[src/rtl/cpwm_timer.sv]
module cpwm_timer #(
  parameter int W       = 16,
  parameter int AW      = 3,
  parameter int PW      = 10,
  parameter int MIN_TOP = 3
) (
  input  logic          clk,
  input  logic          rst_n,
  input  logic          cfg_we,
  input  logic [AW-1:0] cfg_sel,
  input  logic [W-1:0]  cfg_wdata,
  output logic          pwm_a,
  output logic          pwm_b,
  output logic          match_a,
  output logic          match_b
);
  localparam logic [AW-1:0] SEL_TOP  = AW'(0);
  localparam logic [AW-1:0] SEL_CMPA = AW'(1);
  localparam logic [AW-1:0] SEL_CMPB = AW'(2);
  localparam logic [AW-1:0] SEL_CTRL = AW'(3);
  localparam logic [AW-1:0] SEL_CLR  = AW'(4);
  localparam logic [W-1:0]  TOP_FLOOR = W'(MIN_TOP);

  logic [W-1:0]  shd_top, shd_a, shd_b;
  logic [W-1:0]  wrk_top, wrk_a, wrk_b;
  logic [W-1:0]  cnt;
  logic          rising, tog;
  logic          peak_from_a;
  logic [1:0]    drv_a, drv_b;
  logic [2:0]    tsel;
  logic [PW-1:0] pc, lim;
  logic          run, tick;
  logic [W-1:0]  raw_top, top;
  logic          at_bot, at_peak;
  logic          clr_a, clr_b;

  always_comb begin
    run = 1'b1;
    case (tsel)
      3'd1:    lim = PW'(0);
      3'd2:    lim = PW'(7);
      3'd3:    lim = PW'(63);
      3'd4:    lim = PW'(255);
      3'd5:    lim = PW'(1023);
      default: begin lim = '0; run = 1'b0; end
    endcase
  end

  assign tick    = run && (pc >= lim);
  assign raw_top = peak_from_a ? wrk_a : wrk_top;
  assign top     = (raw_top < TOP_FLOOR) ? TOP_FLOOR : raw_top;
  assign at_bot  = (cnt == '0);
  assign at_peak = rising && (cnt >= top);
  assign clr_a   = cfg_we && (cfg_sel == SEL_CLR) && cfg_wdata[0];
  assign clr_b   = cfg_we && (cfg_sel == SEL_CLR) && cfg_wdata[1];

  always_ff @(posedge clk or negedge rst_n) begin
    if (!rst_n) pc <= '0;
    else if (!run || tick) pc <= '0;
    else pc <= pc + PW'(1);
  end

  always_ff @(posedge clk or negedge rst_n) begin
    if (!rst_n) begin
      cnt    <= '0;
      rising <= 1'b1;
    end else if (tick) begin
      if (rising) begin
        if (at_peak) begin
          cnt    <= cnt - W'(1);
          rising <= 1'b0;
        end else begin
          cnt <= cnt + W'(1);
        end
      end else begin
        cnt <= cnt - W'(1);
        if (cnt == W'(1)) rising <= 1'b1;
      end
    end
  end

  always_ff @(posedge clk or negedge rst_n) begin
    if (!rst_n) begin
      shd_top     <= '1;
      shd_a       <= '0;
      shd_b       <= '0;
      peak_from_a <= 1'b0;
      drv_a       <= '0;
      drv_b       <= '0;
      tsel        <= '0;
    end else if (cfg_we) begin
      case (cfg_sel)
        SEL_TOP:  shd_top <= cfg_wdata;
        SEL_CMPA: shd_a   <= cfg_wdata;
        SEL_CMPB: shd_b   <= cfg_wdata;
        SEL_CTRL: begin
          peak_from_a <= cfg_wdata[0];
          drv_a       <= cfg_wdata[2:1];
          drv_b       <= cfg_wdata[4:3];
          tsel        <= cfg_wdata[7:5];
        end
        default: ;
      endcase
    end
  end

  always_ff @(posedge clk or negedge rst_n) begin
    if (!rst_n) begin
      wrk_top <= '1;
      wrk_a   <= '0;
      wrk_b   <= '0;
    end else if (at_bot) begin
      wrk_top <= shd_top;
      wrk_a   <= shd_a;
      wrk_b   <= shd_b;
    end
  end

  always_ff @(posedge clk or negedge rst_n) begin
    if (!rst_n) begin
      match_a <= 1'b0;
      match_b <= 1'b0;
      tog     <= 1'b0;
    end else begin
      match_a <= (match_a && !clr_a) || (tick && cnt == wrk_a);
      match_b <= (match_b && !clr_b) || (tick && cnt == wrk_b);
      if (tick && at_peak) tog <= ~tog;
    end
  end

  function automatic logic level(input logic [W-1:0] c, input logic [W-1:0] t,
                                 input logic [W-1:0] v, input logic up);
    if (v == '0) return 1'b0;
    if (v >= t)  return 1'b1;
    return (c < v) || ((c == v) && !up);
  endfunction

  function automatic logic drive(input logic [1:0] m, input logic l, input logic t);
    case (m)
      2'd1:    return t;
      2'd2:    return l;
      2'd3:    return !l;
      default: return 1'b0;
    endcase
  endfunction

  assign pwm_a = drive(drv_a, level(cnt, top, wrk_a, rising), tog && peak_from_a);
  assign pwm_b = drive(drv_b, level(cnt, top, wrk_b, rising), 1'b0);

  assert_peak_turn_R2: assert property (@(posedge clk) disable iff (!rst_n)
    (tick && at_peak) |=> (!rising && cnt == $past(cnt) - W'(1)));

  assert_bottom_turn_R2: assert property (@(posedge clk) disable iff (!rst_n)
    (tick && !rising && cnt == W'(1)) |=> (rising && at_bot));

  assert_stopped_hold_R4: assert property (@(posedge clk) disable iff (!rst_n)
    (!run) |=> (cnt == $past(cnt)));

  assert_shadow_gate_R8: assert property (@(posedge clk) disable iff (!rst_n)
    (!at_bot) |=> ($stable(wrk_a) && $stable(wrk_b) && $stable(wrk_top)));

  assert_flag_sticky_R9: assert property (@(posedge clk) disable iff (!rst_n)
    (match_a && !clr_a) |=> match_a);

  assert_peak_floor_R10: assert property (@(posedge clk) disable iff (!rst_n)
    (tick && rising && cnt < TOP_FLOOR) |=> (rising && cnt == $past(cnt) + W'(1)));
endmodule

[config.mk]
export PLATFORM = sky130hd
export DESIGN_NAME = cpwm_timer
export DESIGN_NICKNAME = d
export VERILOG_FILES = /design/src/rtl/cpwm_timer.sv
export SDC_FILE = /design/constraint.sdc
export NUM_CORES = 1
export LEC_CHECK = 0
export BUFFER_PORTS_ARGS = -buffer_cell sky130_fd_sc_hd__buf_2
export CAP_MARGIN = 0
export CORE_UTILIZATION = 49
export CTS_CLUSTER_SIZE = 12
export DETAILED_ROUTE_END_ITERATION = 12
export PLACE_DENSITY_LB_ADDON = 0.1
export SYNTH_ARGS = -nofsm -noshare
export SYNTH_HDL_FRONTEND = slang
export SYNTH_SLANG_ARGS = --single-unit
[constraint.sdc]
create_clock -name clk -period 3.47 [get_ports clk]
set_input_delay 0.5205 -clock clk [delete_from_list [all_inputs] [get_ports clk]]
set_output_delay 0.5205 -clock clk [all_outputs]
set_load 0.05 [all_outputs]
==> impl_metrics.toml, run 1 <==
[global_routing]
grt-ovfl-total = 0
grt_max_degree = 57
grt_pass1_wl_um = 34700
grt_pass1_vias = 6237
antenna_found_initial = 0
grt_usage_pct = 27.9

[clock_tree]
cts_tree = "yes"
numCtsBuffers = 17
cts_root_buffer = "clkbuf_16"
clk-insertion-delay-late_ns = 0.42
hold_buffers = 0
htreeDepth = 4
clockBufferDepth = 2
clkSinkCount = 134
clkTransAtPathRegs_ns = 0.06

[drt]
wl_per_cell_um = 20.5
firstDrtPassIters = 5
antenna_left = 0
num_vias = 6050
viasPerCell = 5.75
dr.first_iter.drc_count = 278
post-route-drc-count = 0
wl_um = 21600

[timing]
worst_pin_slew_ns = 0.802
clock_skew_ns = 0.0104
setup_slack_ns = -0.646
setup-tns-final_ns = -1.43
max_slew_margin_pct = 46.5
fmax_mhz = 243
rsz0062_at_grt = "true"
slew_violations = 0
period_share_pct = 119
min_period_ns = 4.12
hold_violations = 0
setup_violations = 7

[worst_setup_path]
cp_slowest_cell = "dfrtp_1"
required_ns = 2.95
cp-start-kind = "flop"
worstSetupPathType = "flop to output pin"
arrival_ns = 3.60
path_buf_inv = 3
crit_path_end_kind = "output pin"
max_stage_delay_ns = 0.42
path_max_fanout = 9
cp_cell_sequence = "buf_12, mux2i_1, nand4_1, nor4_2, a211oi_1, ha_1, o211ai_1, o21ai_1, a311oi_1, nor4_1, o41ai_1, buf_4, xor2_4, mux2i_4, buf_6"
critPathTopFamily = "compound AO/OA/AOI/OAI gates"

[placed_design]
pre_cts_ws_ns = -0.505
gp_congestion = 0.922
portBuffers = 25
dp_hpwl_um = 16500
placed_cell_area_sq_mm = 0.00916
place_inst = 1016

[power_and_ir_drop]
powerDensity_mw_per_mm2 = 859
ir_worst_vdd_mv = 0.692
p_leak_nw = 4.60

[flow_run]
drv_cap = 0

[logic_synthesis]
synth.ff_latch_count = 134
async_flop_share_pct = 100
yosysTopAreaCellShare_pct = 31.3
syn_area_sq_mm = 0.00807
synth_cell_types = 54
synth_edf_count = 0
ys_seq_area_share_pct = 42.0
syn-num-nets = 824
yosysWarnings = 0
syn-instance-count = 707
yosys.area.top_type = "dfrtp_1"
ys_top_cells_by_area = "dfrtp_1 (31%), ha_1 (15%), mux2_2 (12%)"
ys.flop_type = "dfrtp_1"
syn_avg_cell_area_sq_um = 11.4

[status]
status = "complete, but fails checks"
violations = "setup timing"

[hold_path]
hold_class = "input pin to async pin"

[floorplan]
die_area_sq_mm = 0.0170
core_area_sq_mm = 0.0160
core.rowCount = 46
ios = 26
die_w_um = 130
die_h_um = 130
start_util_pct = 50.5

[cells_and_area]
design_area_sq_mm = 0.00994
finish.net_count = 940
stdcell_count = 1052
drive_above_1_share_pct = 38.2
diodes = 0
syn_to_final_growth_pct = 23.1
registers in the layout, indices dropped and copies added, names as in the netlist:
signal	count
match_a	1
peak_from_a	1
wrk_b	16
drv_a	2
shd_a	16
wrk_top	16
pc	10
drv_b	2
rising	1
tog	1
tsel	3
wrk_a	16
shd_top	16
shd_b	16
cnt	16
match_b	1
cell usage after synthesis (all sizes together), types with 2 or more instances:
cell / number
nor2: 29
mux2: 104
a21o: 7
a211oi: 8
nor4: 19
and4: 4
a211o: 2
a21oi: 30
nor3b: 2
nor4bb: 2
nand2b: 8
nand4b: 3
buf: 10
mux2i: 17
o21ai: 25
nand2: 31
nor3: 8
and3: 4
dfstp: 33
inv: 41
nor2b: 5
nand4: 25
a31oi: 4
o21a: 3
dfrtp: 101
o41ai: 3
ha: 95
or2: 2
xor2: 13
o211ai: 5
nand3: 22
xnor2: 13
a2111oi: 6
clkbuf: 8
or3: 4
worst paths after layout:
check | startpoint | to | slack (ns) | cells past startpoint
max | peak_from_a$_DFFE_PN0P_ | pwm_a | -0.65 | 15
min | rst_n | pc[2]$_DFF_PN0_ | 0.06 | 1
max reg2reg | peak_from_a$_DFFE_PN0P_ | cnt[5]$_DFFE_PN0P_ | -0.10 | 14
min reg2reg | match_a$_DFF_PN0_ | match_a$_DFF_PN0_ | 0.50 | 2
max in group asynchronous | rst_n | shd_top[2]$_DFFE_PN1P_ | 2.58 | 2
min in group clk | cfg_wdata[10] | shd_b[10]$_DFFE_PN0P_ | 0.36 | 2
logic make-up after synthesis:
group                    share of synthesized area (%)
XOR/XNOR                                          2.82
AO/OA/AOI/OAI                                     7.69
multiplexers                                      17.5
flip-flops                                        42.0
adder cells (fa/ha/maj)                           14.7
buffers and inverters                             3.08
AND/OR/NAND/NOR                                   12.1
cells in the final DEF (no fill, tap or decap), types with 5 or more instances in the layout:
master,count
nor2_1,29
a21o_1,7
mux2i_2,7
mux2_2,84
mux2_4,20
dfstp_2,33
a2111oi_0,5
ha_1,95
buf_4,85
inv_1,41
mux2i_1,5
a211oi_1,7
nor4_1,14
o21ai_0,16
buf_2,22
mux2i_4,5
a21oi_1,29
xnor2_1,13
o211ai_1,5
dfrtp_1,101
xor2_1,12
nor3_1,7
o21ai_1,9
nand2b_1,8
nor2b_1,5
nand2_1,29
nand3_1,22
clkbuf_16,17
nand4_1,24
buf_6,5
per-stage QoR:
step | hold slack, ns | util (%) | total power (W)
3_3_place_gp | 0.482 | 57.2 | 0.00640
4_1_cts | 0.0758 | 62.0 | 0.00855
5_1_grt | 0.102 | 62.1 | 0.00914
3_5_place_dp | 0.486 | 57.2 | 0.00652
2_1_floorplan | 0.225 | - | 0.00491
6_report | 0.0586 | 62.1 | 0.00854
report_power, final:
group / internal, W / switching (W)
clock: 0.00105 / 0.000760
sequential: 0.00208 / 0.000427
combinational: 0.00203 / 0.00221
total: 0.00515 / 0.00339
layer usage:
metal | vias up | global-route usage, % | part of all wire [%]
met3 | 25 | 4.18 | 3.2
li1 | 2860 | - | -
met1 | 3048 | 38.4 | 48
met2 | 117 | 45.7 | 48
met4 | 0 | 8.32 | 1.3
met5 | - | 0 | 0
worst register-to-register path: stages, from the launching register on:
cell       delay (ns)
dfrtp_1          0.42
buf_12           0.17
mux2i_1          0.26
nand4_1          0.13
nor4_2           0.33
a211o_1          0.19
buf_4            0.13
ha_1             0.21
nand2b_1         0.15
a2111oi_2        0.35
nand4b_1         0.20
nand4_2          0.18
or3_1            0.44
a21oi_2          0.16
xor2_1           0.17
layout make-up:
type | instances | area (sq um)
multi-input cells | 514 | 4670
fillers | 1341 | 6060
repair buffers | 115 | 865
flip-flops and latches | 134 | 3390
clock buffers | 19 | 453
inverters | 41 | 154
clock inverters | 13 | 138
well taps | 216 | 270
what timing repair did:
action	in CTS	in global routing
buffers inserted	4	0
endpoints found under the setup margin	16	17
pin swaps	3	2
gates resized for setup	32	4
Power figures use the tool's default switching activity.
==> inputs of run 2 (changes only) <==
==> constraint.sdc (replaced) <==
create_clock -name clk -period 3.47 [get_ports clk]
set_input_delay 0.8675 -clock clk [delete_from_list [all_inputs] [get_ports clk]]
set_output_delay 0.8675 -clock clk [all_outputs]
set_load 0.05 [all_outputs]
==> impl_metrics.toml, run 2 (synthesized netlist as in run 1, its figures left out) <==
[status]
status = "complete, but fails checks"
violations = "setup timing"

[timing]
setup_slack_ns = -1.21
max_slew_margin_pct = 47.7
rsz0062_at_grt = "true"
clock_skew_ns = 0.0109
setup_violations = 17
hold_violations = 0
period_share_pct = 135
worst_pin_slew_ns = 0.781
fmax_mhz = 214
slew_violations = 0
setup-tns-final_ns = -7.52
min_period_ns = 4.68

[cells_and_area]
final_cell_mix = "buf_4 (111), dfrtp_1 (100), ha_1 (93), mux2_2 (84), inv_1 (41)"
drive_above_1_share_pct = 42.5
syn_to_final_growth_pct = 29.1
fillers = 1285
final_common_cell = "buf_4"
diodes = 0
stdcell_count = 1084
finish.net_count = 972

[floorplan]
core_area_sq_mm = 0.0160
ios = 26
die_h_um = 130
start_util_pct = 50.5
core.rowCount = 46
die_w_um = 130
die_area_sq_mm = 0.0170

[clock_tree]
clockBufferDepth = 2
clkSinkCount = 134
clkTransAtPathRegs_ns = 0.07
cts_root_buffer = "clkbuf_16"
hold_buffers = 0
cts_tree = "yes"
htreeDepth = 4
clk-insertion-delay-late_ns = 0.43
numCtsBuffers = 17

[placed_design]
place_inst = 1037
portBuffers = 25
dp_hpwl_um = 16500
pre_cts_ws_ns = -1.03
gp_congestion = 0.897

[global_routing]
grt_usage_pct = 27.9
grt_max_degree = 74
grt_pass1_wl_um = 35000
grt_pass1_vias = 6434
antenna_found_initial = 0
grt-ovfl-total = 0

[drt]
antenna_left = 0
wl_um = 21800
topRoutingLayerUsed = "met4"
met1_length_um = 9980
firstDrtPassIters = 5
wl_met2_um = 10600
post-route-drc-count = 0
num_vias = 6135
viasPerCell = 5.66
dr.first_iter.drc_count = 227
wl_per_cell_um = 20.1
met3_wirelength_um = 685

[power_and_ir_drop]
power_frac_comb_pct = 53.2
clkPwrFrac_pct = 19.5
internal_power_w = 0.00537
switching_power_w = 0.00353
ir_worst_vdd_mv = 0.469
sequentialPowerShare_pct = 27.4
powerDensity_mw_per_mm2 = 854
p_leak_nw = 4.84
netSwitchingFraction_pct = 39.6

[worst_setup_path]
cp-start-kind = "flop"
crit_path_end_kind = "output pin"
required_ns = 2.60
reg2reg_slack_ns = -0.43
timing.rr.end = "cnt[12]$_DFFE_PN0P_"
r2r.worst_path.cells = 19
arrival_ns = 3.81
worstSetupPathType = "flop to output pin"
path_max_fanout = 7
cp_slowest_cell = "dfrtp_2"
r2r_start = "peak_from_a$_DFFE_PN0P_"
max_stage_delay_ns = 0.42
cp_cell_sequence = "buf_12, buf_12, mux2i_4, nand4_1, nor4_4, a211o_1, ha_4, nor3b_2, o21ai_1, a311oi_1, nor4_1, o41ai_2, buf_4, xor2_4, mux2i_4, buf_6"

[flow_run]
drv_cap = 0

[hold_path]
hold_class = "input pin to async pin"
run 2: changes by cell type in the layout (fill, tap and decap cells not counted), sizes merged:
cell,before,now
buf,115,147
bufinv,1,0
clkbuf,19,18
clkinvlp,2,3
inv,47,48
run 2: area by class of cell:
type	instances	area, sq um	area share [%]
Multi-Input combinational cell	514	4860	46.6
Tap cell	216	270	2.59
Timing Repair Buffer	147	1170	11.2
Clock buffer	18	439	4.21
Clock inverter	14	134	1.28
Sequential cell	134	3400	32.6
Inverter	41	154	1.48
run 2: power by group through the flow:
| stage | logic, W | registers [W] | clock network (W) |
|---|---|---|---|
| finish | 0.00473 | 0.00244 | 0.00173 |
| global route | 0.00520 | 0.00249 | 0.00182 |
| CTS | 0.00457 | 0.00243 | 0.00177 |
| detailed placement | 0.00426 | 0.00244 | 0 |
| global placement | 0.00414 | 0.00244 | 0 |
| floorplan | 0.00248 | 0.00248 | 0 |
run 2: worst max path at each step:
stage	startpoint	cells past startpoint	to	slack (ns)
after global routing	peak_from_a$_DFFE_PN0P_	16	pwm_a	-1.40
final	peak_from_a$_DFFE_PN0P_	16	pwm_a	-1.21
after CTS	peak_from_a$_DFFE_PN0P_	16	pwm_a	-1.24
after global placement	peak_from_a$_DFFE_PN0P_	15	pwm_a	-0.97
after floorplan	peak_from_a$_DFFE_PN0P_	13	pwm_a	-0.44
after detailed placement	peak_from_a$_DFFE_PN0P_	15	pwm_a	-1.03
run 2: metrics by stage:
step | power [W] | area (sq um) | hold WS, ns | utilization (%)
after floorplan | 0.00496 | 8190 | 0.446 | -
after global placement | 0.00658 | 9360 | 0.486 | 58.5
after detailed placement | 0.00671 | 9360 | 0.487 | 58.5
after CTS | 0.00877 | 10300 | 0.430 | 64.2
after global routing | 0.00951 | 10400 | 0.470 | 65.1
final | 0.00890 | 10400 | 0.421 | 65.1
run 2: timing repair:
item,4_1_cts,5_1_grt
cloned,1,0
pin swaps,26,15
buffers inserted,11,5
setup endpoints to repair,16,17
resized for setup,43,18
run 2: layer usage:
metal,track usage (%),up-vias
met3,4.18,37
li1,-,2923
met2,46.9,113
met1,36.7,3062
met5,0,-
met4,10.0,0
run 2: critical path, delay by kind of cell, from the launching register on:
kind | cells | cell delay, ns
AND/OR/NAND/NOR | 4 | 0.85
AO/OA/AOI/OAI | 4 | 0.83
buffers and inverters | 4 | 0.61
flip-flops | 1 | 0.42
multiplexers | 2 | 0.30
adder cells (fa/ha/maj) | 1 | 0.22
XOR/XNOR | 1 | 0.16
==> inputs of run 3 (changes only) <==
--- a/config.mk
+++ b/config.mk
@@ -7,7 +7,9 @@
 export LEC_CHECK = 0
 export BUFFER_PORTS_ARGS = -buffer_cell sky130_fd_sc_hd__buf_2
 export CAP_MARGIN = 0
-export CORE_UTILIZATION = 49
+export CELL_PAD_IN_SITES_DETAIL_PLACEMENT = 1
+export CELL_PAD_IN_SITES_GLOBAL_PLACEMENT = 1
+export CORE_UTILIZATION = 46
 export CTS_CLUSTER_SIZE = 12
 export DETAILED_ROUTE_END_ITERATION = 12
 export PLACE_DENSITY_LB_ADDON = 0.1
==> impl_metrics.toml, run 3 (synthesized netlist as in run 1, its figures left out) <==
[floorplan]
die_w_um = 134
core.rowCount = 48
ios = 26
die_h_um = 134
start_util_pct = 46.8
core_area_sq_mm = 0.0172
die_area_sq_mm = 0.0181

[timing]
setup-tns-final_ns = -10.79
hold_violations = 0
period_share_pct = 141
setup_slack_ns = -1.43
min_period_ns = 4.90
fmax_mhz = 204
slew_violations = 0
clock_skew_ns = 0.0113
rsz0062_at_grt = "true"
worst_pin_slew_ns = 0.860
setup_violations = 19
max_slew_margin_pct = 42.5

[worst_setup_path]
arrival_ns = 4.03
cp_cell_sequence = "buf_6, mux2i_4, nand4_1, nor4_4, a211oi_2, ha_1, o211ai_1, o21ai_1, a311oi_1, nor4_1, o41ai_2, buf_4, xor2_4, mux2i_4, buf_6"
required_ns = 2.60
max_stage_delay_ns = 0.47
path_buf_inv = 3
path_max_fanout = 4
cp_slowest_cell = "dfrtp_2"
cp-start-kind = "flop"
worstSetupPathType = "flop to output pin"
crit_path_end_kind = "output pin"
critPathTopFamily = "compound AO/OA/AOI/OAI gates"

[clock_tree]
clkTransAtPathRegs_ns = 0.07
cts_tree = "yes"
htreeDepth = 4
hold_buffers = 0
cts_root_buffer = "clkbuf_16"
clk-insertion-delay-late_ns = 0.43
clockBufferDepth = 2
clkSinkCount = 134
numCtsBuffers = 17

[drt]
antenna_left = 0
dr.first_iter.drc_count = 288
viasPerCell = 5.94
wl_per_cell_um = 25.2
num_vias = 6523
post-route-drc-count = 0
wl_um = 27700
firstDrtPassIters = 5

[cells_and_area]
drive_above_1_share_pct = 43.4
syn_to_final_growth_pct = 32.0
diodes = 0
final_cell_mix = "buf_4 (115), dfrtp_1 (100), ha_1 (93), mux2_2 (84), inv_1 (41)"
final_common_cell = "buf_4"
finish.net_count = 978
fillers = 1729

[global_routing]
met2_usage_pct = 55.6
antenna_found_initial = 0
grt-ovfl-total = 0
gr-usage-met3_pct = 5.41
grt_usage_pct = 32.0
grt_max_degree = 56
grt-busiest-layer = "met2"
grt_pass1_wl_um = 42600
grt_util_met1_pct = 40.2
grt_pass1_vias = 7220

[hold_path]
hold_class = "input pin to async pin"

[placed_design]
dp_hpwl_um = 19000
pre_cts_ws_ns = -1.26
portBuffers = 25
gp_congestion = 0.899

[power_and_ir_drop]
p_leak_nw = 4.93
powerDensity_mw_per_mm2 = 909
power_w = 0.00968
ir_worst_vdd_mv = 0.634

[status]
status = "complete, but fails checks"
violations = "setup timing"

[flow_run]
drv_cap = 0
## run 3: worst paths after layout
| check | start | endpoint | slack (ns) | depth (start not counted) |
|---|---|---|---|---|
| max | peak_from_a$_DFFE_PN0P_ | pwm_a | -1.43 | 15 |
| min | rst_n | pc[5]$_DFF_PN0_ | 0.40 | 1 |
| max reg2reg | peak_from_a$_DFFE_PN0P_ | cnt[12]$_DFFE_PN0P_ | -0.62 | 18 |
| min reg2reg | match_a$_DFF_PN0_ | match_a$_DFF_PN0_ | 0.49 | 2 |
| max in group asynchronous | rst_n | shd_top[14]$_DFFE_PN1P_ | 2.22 | 2 |
| min in group clk | match_a$_DFF_PN0_ | match_a$_DFF_PN0_ | 0.49 | 2 |
## run 3: per-stage QoR
stage	cells	hold WS, ns	utilization [%]	instance area, sq um
2_1_floorplan	707	0.446	-	8190
3_3_place_gp	1050	0.475	54.5	9400
3_5_place_dp	1050	0.470	54.5	9400
4_1_cts	1095	0.403	60.6	10400
5_1_grt	1099	0.421	61.8	10700
6_report	1099	0.399	61.8	10700
## run 3: routing by layer
layer,up-vias,part of all wire (%)
met1,3370,43
met3,51,3.3
met5,-,0
li1,2938,-
met4,0,3.0
met2,164,50
## run 3: layout make-up
cell class	instances	area [sq um]	area share, %
inverters	41	154	1.44
clock inverters	15	209	1.96
clock buffers	17	425	3.99
multi-input cells	514	4950	46.4
repair buffers	153	1250	11.7
well taps	225	282	2.64
flip-flops and latches	134	3400	31.9
## run 3: timing repair
item / 4_1_cts / 5_1_grt
gates cloned: 3 / 0
resized for setup: 52 / 24
setup buffers: 11 / 4
pin swaps: 16 / 15
setup endpoints to repair: 17 / 19
## run 3: worst reg2reg max path, stage by stage (launching register included)
cell	delay [ns]
dfrtp_2	0.47
buf_6	0.17
mux2i_4	0.28
nand4_1	0.28
nor4_4	0.37
a211o_1	0.22
buf_4	0.13
buf_4	0.12
ha_1	0.23
nand2b_4	0.16
a2111oi_4	0.32
nand4b_1	0.22
nand4_4	0.14
buf_6	0.19
buf_16	0.13
buf_4	0.15
nand4_1	0.09
o41ai_2	0.09
xor2_1	0.19
## run 3: report_power, final
part           switching [W]  internal (W)  leakage (nW)
Combinational        0.00269       0.00244          2.99
Clock               0.000853       0.00117         0.308
Sequential          0.000460       0.00208          1.63
Total                0.00400       0.00568          4.93
